File: src/rtl/bpm_pkg.sv
package bpm_pkg;
   localparam int STAT_W      = 4;
   localparam int ST_PAR_SEEN = 0;
   localparam int ST_DPE_RPT  = 1;
   localparam int ST_SERR     = 2;
   localparam int ST_LB_EVT   = 3;
   typedef logic [STAT_W-1:0] stat_vec_t;
endpackage

File: src/rtl/bpm_xor_reduce.sv
module bpm_xor_reduce #(
   parameter int W    = 36,
   parameter bit TREE = 1'b1
) (
   input  logic [W-1:0] vec_i,
   output logic         odd_o
);
   localparam int LV = (W > 1) ? $clog2(W) : 1;
   localparam int P  = 1 << LV;

   generate
      if (W < 2) begin : g_bad_w
         $error("bpm_xor_reduce: W must be at least 2");
      end
      if (TREE) begin : g_tree
         // balanced pairwise reduction, zero padded to a power of two
         logic [P-1:0] lvl;
         always_comb begin
            lvl = '0;
            lvl[W-1:0] = vec_i;
            for (int s = P / 2; s >= 1; s = s / 2) begin
               for (int i = 0; i < s; i++) begin
                  lvl[i] = lvl[2*i] ^ lvl[2*i+1];
               end
            end
            odd_o = lvl[0];
         end
      end else begin : g_flat
         assign odd_o = ^vec_i;
      end
   endgenerate
endmodule

File: src/rtl/bpm_phase_check.sv
module bpm_phase_check #(
   parameter int DATA_W = 32,
   parameter int BE_W   = 4,
   parameter bit TREE   = 1'b1
) (
   input  logic              clk,
   input  logic              rst_n,
   input  logic [DATA_W-1:0] ad_i,
   input  logic [BE_W-1:0]   cbe_i,
   input  logic              par_i,
   input  logic              rd_beat_i,
   input  logic              addr_phase_i,
   output logic              rd_bad_o,
   output logic              addr_bad_o
);
   localparam int SUM_W = DATA_W + BE_W;

   logic sum_odd;
   logic sum_odd_q;
   logic rd_beat_q;
   logic addr_q;
   logic mismatch;

   bpm_xor_reduce #(.W(SUM_W), .TREE(TREE)) u_reduce (
      .vec_i ({cbe_i, ad_i}),
      .odd_o (sum_odd)
   );

   // parity line trails its phase by one clock: hold the lines' sum
   always_ff @(posedge clk or negedge rst_n) begin
      if (!rst_n) begin
         sum_odd_q <= 1'b0;
         rd_beat_q <= 1'b0;
         addr_q    <= 1'b0;
      end else begin
         sum_odd_q <= sum_odd;
         rd_beat_q <= rd_beat_i;
         addr_q    <= addr_phase_i;
      end
   end

   assign mismatch   = sum_odd_q ^ par_i;
   assign rd_bad_o   = rd_beat_q & mismatch;
   assign addr_bad_o = addr_q & mismatch;
endmodule

File: src/rtl/bpm_sticky_bit.sv
module bpm_sticky_bit (
   input  logic clk,
   input  logic rst_n,
   input  logic set_i,
   input  logic clr_i,
   output logic q_o
);
   always_ff @(posedge clk or negedge rst_n) begin
      if (!rst_n)     q_o <= 1'b0;
      else if (set_i) q_o <= 1'b1;
      else if (clr_i) q_o <= 1'b0;
   end
endmodule

File: src/rtl/bus_parity_monitor.sv
module bus_parity_monitor
   import bpm_pkg::*;
#(
   parameter int DATA_W    = 32,
   parameter int BE_W      = 4,
   parameter bit XOR_TREE  = 1'b1
) (
   input  logic              clk,
   input  logic              rst_n,
   input  logic [DATA_W-1:0] ad_i,
   input  logic [BE_W-1:0]   cbe_i,
   input  logic              par_i,
   input  logic              irdy_n_i,
   input  logic              trdy_n_i,
   input  logic              mst_rd_i,
   input  logic              mst_wr_i,
   input  logic              addr_phase_i,
   input  logic              perr_n_i,
   input  logic              per_en_i,
   input  logic              serr_en_i,
   input  logic              lberr_en_i,
   input  logic              clr_we_i,
   input  logic [STAT_W-1:0] clr_mask_i,
   output logic              perr_req_o,
   output logic              serr_req_o,
   output logic              lb_err_o,
   output logic [STAT_W-1:0] status_o
);
   generate
      if (DATA_W < 8 || (DATA_W % 8) != 0) begin : g_chk_dw
         $error("bus_parity_monitor: DATA_W must be a positive multiple of 8");
      end
      if (BE_W != DATA_W / 8) begin : g_chk_be
         $error("bus_parity_monitor: BE_W must equal DATA_W/8");
      end
   endgenerate

   logic      rd_beat;
   logic      rd_bad;
   logic      addr_bad;
   logic      wr_bad;
   logic      data_err;
   stat_vec_t set_vec;
   stat_vec_t clr_vec;
   logic      perr_q, serr_q, lberr_q;

   assign rd_beat = mst_rd_i & ~irdy_n_i & ~trdy_n_i;

   bpm_phase_check #(.DATA_W(DATA_W), .BE_W(BE_W), .TREE(XOR_TREE)) u_phase (
      .clk          (clk),
      .rst_n        (rst_n),
      .ad_i         (ad_i),
      .cbe_i        (cbe_i),
      .par_i        (par_i),
      .rd_beat_i    (rd_beat),
      .addr_phase_i (addr_phase_i),
      .rd_bad_o     (rd_bad),
      .addr_bad_o   (addr_bad)
   );

   assign wr_bad   = mst_wr_i & ~perr_n_i;
   assign data_err = per_en_i & (rd_bad | wr_bad);

   always_comb begin
      set_vec              = '0;
      set_vec[ST_PAR_SEEN] = rd_bad;
      set_vec[ST_DPE_RPT]  = data_err;
      set_vec[ST_SERR]     = addr_bad & per_en_i & serr_en_i;
      set_vec[ST_LB_EVT]   = data_err;
   end

   assign clr_vec = clr_mask_i & {STAT_W{clr_we_i}};

   generate
      for (genvar k = 0; k < STAT_W; k++) begin : g_stat
         bpm_sticky_bit u_bit (
            .clk   (clk),
            .rst_n (rst_n),
            .set_i (set_vec[k]),
            .clr_i (clr_vec[k]),
            .q_o   (status_o[k])
         );
      end
   endgenerate

   always_ff @(posedge clk or negedge rst_n) begin
      if (!rst_n) begin
         perr_q  <= 1'b0;
         serr_q  <= 1'b0;
         lberr_q <= 1'b0;
      end else begin
         perr_q  <= rd_bad & per_en_i;
         serr_q  <= set_vec[ST_SERR];
         lberr_q <= data_err & lberr_en_i;
      end
   end

   assign perr_req_o = perr_q;
   assign serr_req_o = serr_q;
   assign lb_err_o   = lberr_q;
endmodule


File: config.mk
export PLATFORM = sky130hd
export DESIGN_NAME = bus_parity_monitor
export DESIGN_NICKNAME = d
export VERILOG_FILES = /design/src/rtl/bpm_pkg.sv /design/src/rtl/bpm_xor_reduce.sv /design/src/rtl/bpm_phase_check.sv /design/src/rtl/bpm_sticky_bit.sv /design/src/rtl/bus_parity_monitor.sv
export SDC_FILE = /design/constraint.sdc
export NUM_CORES = 1
export LEC_CHECK = 0
export BUFFER_PORTS_ARGS = -buffer_cell sky130_fd_sc_hd__buf_2
export CAP_MARGIN = 40
export CORE_UTILIZATION = 39
export DETAILED_ROUTE_END_ITERATION = 10
export GPL_TIMING_DRIVEN = 0
export HOLD_SLACK_MARGIN = 0.02
export PLACE_DENSITY = 0.82
export SLEW_MARGIN = 20
export SYNTH_ARGS = -nofsm -noshare
export SYNTH_HDL_FRONTEND = slang
export SYNTH_SLANG_ARGS = --single-unit
File: constraint.sdc
create_clock -name clk -period 2.65 [get_ports clk]
set_clock_uncertainty 0.15 [all_clocks]
set_input_delay 0.6625 -clock clk [delete_from_list [all_inputs] [get_ports clk]]
set_output_delay 0.6625 -clock clk [all_outputs]
set_load 0.005 [all_outputs]
==> impl_metrics.ini <==
[outcome]
run_status = finished, final reports clean

[cts]
cts_inserted_buffers = 3
clk_latency_ps = 260
cts_post_setup_buffers_inserted = 0
cts_buffer_depth = 2
tritoncts_num_sinks = 10
htree_num_levels = 1
clk_transition_reported_paths_ps = 70
cts_hold_buf = 0
ctsResizeCount = 0
clock_tree_from_tritoncts = built
ctsRootBufferMaster = clkbuf_4

[global_route]
grt_first_pass_wirelength_um = 2118
grt_antenna_before_repair = 0
grt_max_degree = 11
grt_pass1_vias = 605
global_route.overflow_total = 0
global_router_s_overall_resource_usage_pct = 14.95

[worst_setup_path]
critical_path_peak_fanout = 1
crit-reg2reg-launch = u_phase.sum_odd_q$_DFF_PN0_
setup.worst_path.class = input port to flop
timing.reg2reg.setup_slack_ps = 1260
critical_path.endpoint_type = flop
timing.critical_path.from_type = input port
worst_setup_path_startpoint = ad_i[26]
timing.critical_path.arrival_ps = 1850
timing.critical_path.required_ps = 2650

[route]
post_drt_via_cell_ratio = 4.403
drt-total-wl_um = 1402
detailedRoute.firstPassIterationCount = 6
detail_route.iter0.violations = 9
route.vias.total = 634
drc_errors = 0
final_antenna_net_count = 0
route.detailed.wl_per_inst_um = 9.736

[sta]
slew_headroom_pct = 78.19
finalHoldViolCount = 0
worst-slew-pin-transition_ps = 325.6
final-setup-viol-count = 0
tns_setup_ps = 0
fmax_mhz = 539.2
final_critical_path_setup_slack_ps = 795.3
rsz0062_at_grt = no
min_period_over_period_pct = 69.99
report.final.slew_viol_count = 0
final.min_clock_period_ps = 1855

[power]
p_total_mw = 0.5952
pwr_density_cell_nw_per_um2 = 573.9
max-vdd-ir-drop_mv = 0.3199
static-leakage-power_nw = 0.5610

[final_layout]
final-instance-count-excl-fill = 144
layout.nets = 182
finalCoreUtilization_pct = 65.79
antenna_cells = 0
final_layout_size_suffix_gt1_share_pct = 52.34
flow.area_growth_from_synthesis_pct = 51.28

[flow_run]
max_cap_viol_count = 0

[place]
place_congestion = 0.7268
post-place-cells = 140
io_buffers = 59
dp_slack_ps = 517.8
hpwlAfterDp_um = 1230

[floorplan]
die-area_sq_um = 1930
core_sq_um = 1577
die_y_um = 43.93
die_x_um = 43.93
floorplan.initialDensity_pct = 43.49
fp-row-count = 14
io-pin-count = 60

[logic_synthesis]
synth.lib_cells_used.distinct = 14
netlist_top_cells_area = xnor2_1 37%, dfrtp_1 36%, xor2_1 6.4%, buf_4 4.4%, nand2_1 4.4%
syn_avg_cell_area_sq_um = 10.55
yosys.area.top_type_share_pct = 37.04
synthesis.nets = 118
yosysSeqAreaShare_pct = 36.50
ys_ff_latch = 10
synth_area_leader_cell = xnor2_1
synthesis.yosys.warnings = 0
mappedNetlistArea_sq_um = 685.7
synthesis.instances = 65

[min_path]
worstHoldPathType = input port to asynchronous set/reset pin
[cell type report]
class,instances,area (sq um)
Fill cell,144,539.3
Multi-Input combinational cell,50,401.6
Timing Repair Buffer,59,295.3
Sequential cell,10,250.2
Clock buffer,4,36.28
Buffer,4,30.03
Tap cell,16,20.02
Inverter,1,3.754
[worst paths after layout]
kind / end / cells after the start
min: g_stat[3].u_bit.q_o$_DFFE_PN0P_ / 1
min in group clk: g_stat[3].u_bit.q_o$_DFFE_PN0P_ / 2
max in group asynchronous: u_phase.sum_odd_q$_DFF_PN0_ / 1
min reg2reg: g_stat[3].u_bit.q_o$_DFFE_PN0P_ / 2
max reg2reg: g_stat[1].u_bit.q_o$_DFFE_PN0P_ / 4
max: u_phase.sum_odd_q$_DFF_PN0_ / 6
[critical path, cell delays in order]
cell     delay, ps
buf_2          100
xor2_1         160
xnor2_1        190
xnor2_1        150
xnor3_1        440
xnor2_1        140
[per-layer routing]
metal | track usage, % | share of wire, %
met3 | 2.083 | 7.8
met2 | 30.75 | 56
met1 | 13.87 | 36
met5 | 0 | 0
met4 | 7.273 | 0
[Yosys cell counts]
cell type	instances
a21o_1	1
a22o_1	1
a31oi_1	1
and3_1	1
and4_1	1
buf_4	4
dfrtp_1	10
inv_1	1
nand2_1	8
nor2b_1	1
nor3b_1	1
xnor2_1	29
xnor3_1	1
xor2_1	5
[layout by cell type (no fill, tap or decap)]
cell,n
a31oi_1,1
xnor2_1,29
nor3b_1,1
inv_1,1
buf_2,59
and3_1,1
dfrtp_1,10
a21o_1,1
nor2b_1,1
a22o_1,1
xor2_1,5
buf_4,4
nand2_1,8
clkbuf_4,3
clkbuf_8,1
xnor3_1,1
and4_1,1
[power breakdown]
part,switching [mW],internal (mW),total (mW)
Sequential,0.0115,0.181,0.193
Clock,0.0517,0.0833,0.135
Combinational,0.0983,0.169,0.267
[state kept, by name (all words and copies together) (netlist names)]
register,flops
perr_req_o,1
u_phase.addr_q,1
serr_req_o,1
u_phase.sum_odd_q,1
lb_err_o,1
u_phase.rd_beat_q,1
g_stat.u_bit.q_o,4
[cell families (layout without fill, tap and decap cells)]
kind of cell	count (synthesis)	after routing	share of synthesized area (%)
AOI/OAI and AO/OA	3	3	3.286
xor gates and xnor gates	35	35	46.71
buffers and inverters	5	68	4.927
DFF	10	10	36.50
and+or+nand+nor	12	12	8.579
[metrics by stage]
stage                     hold slack (ps)  cell area (sq um)
after floorplan                     216.9              685.7
after global placement              308.3               1001
after detailed placement            316.8               1001
after CTS                           92.08               1037
after global routing                102.9               1037
final                               95.35               1037
(Power assumes the default switching activity.)
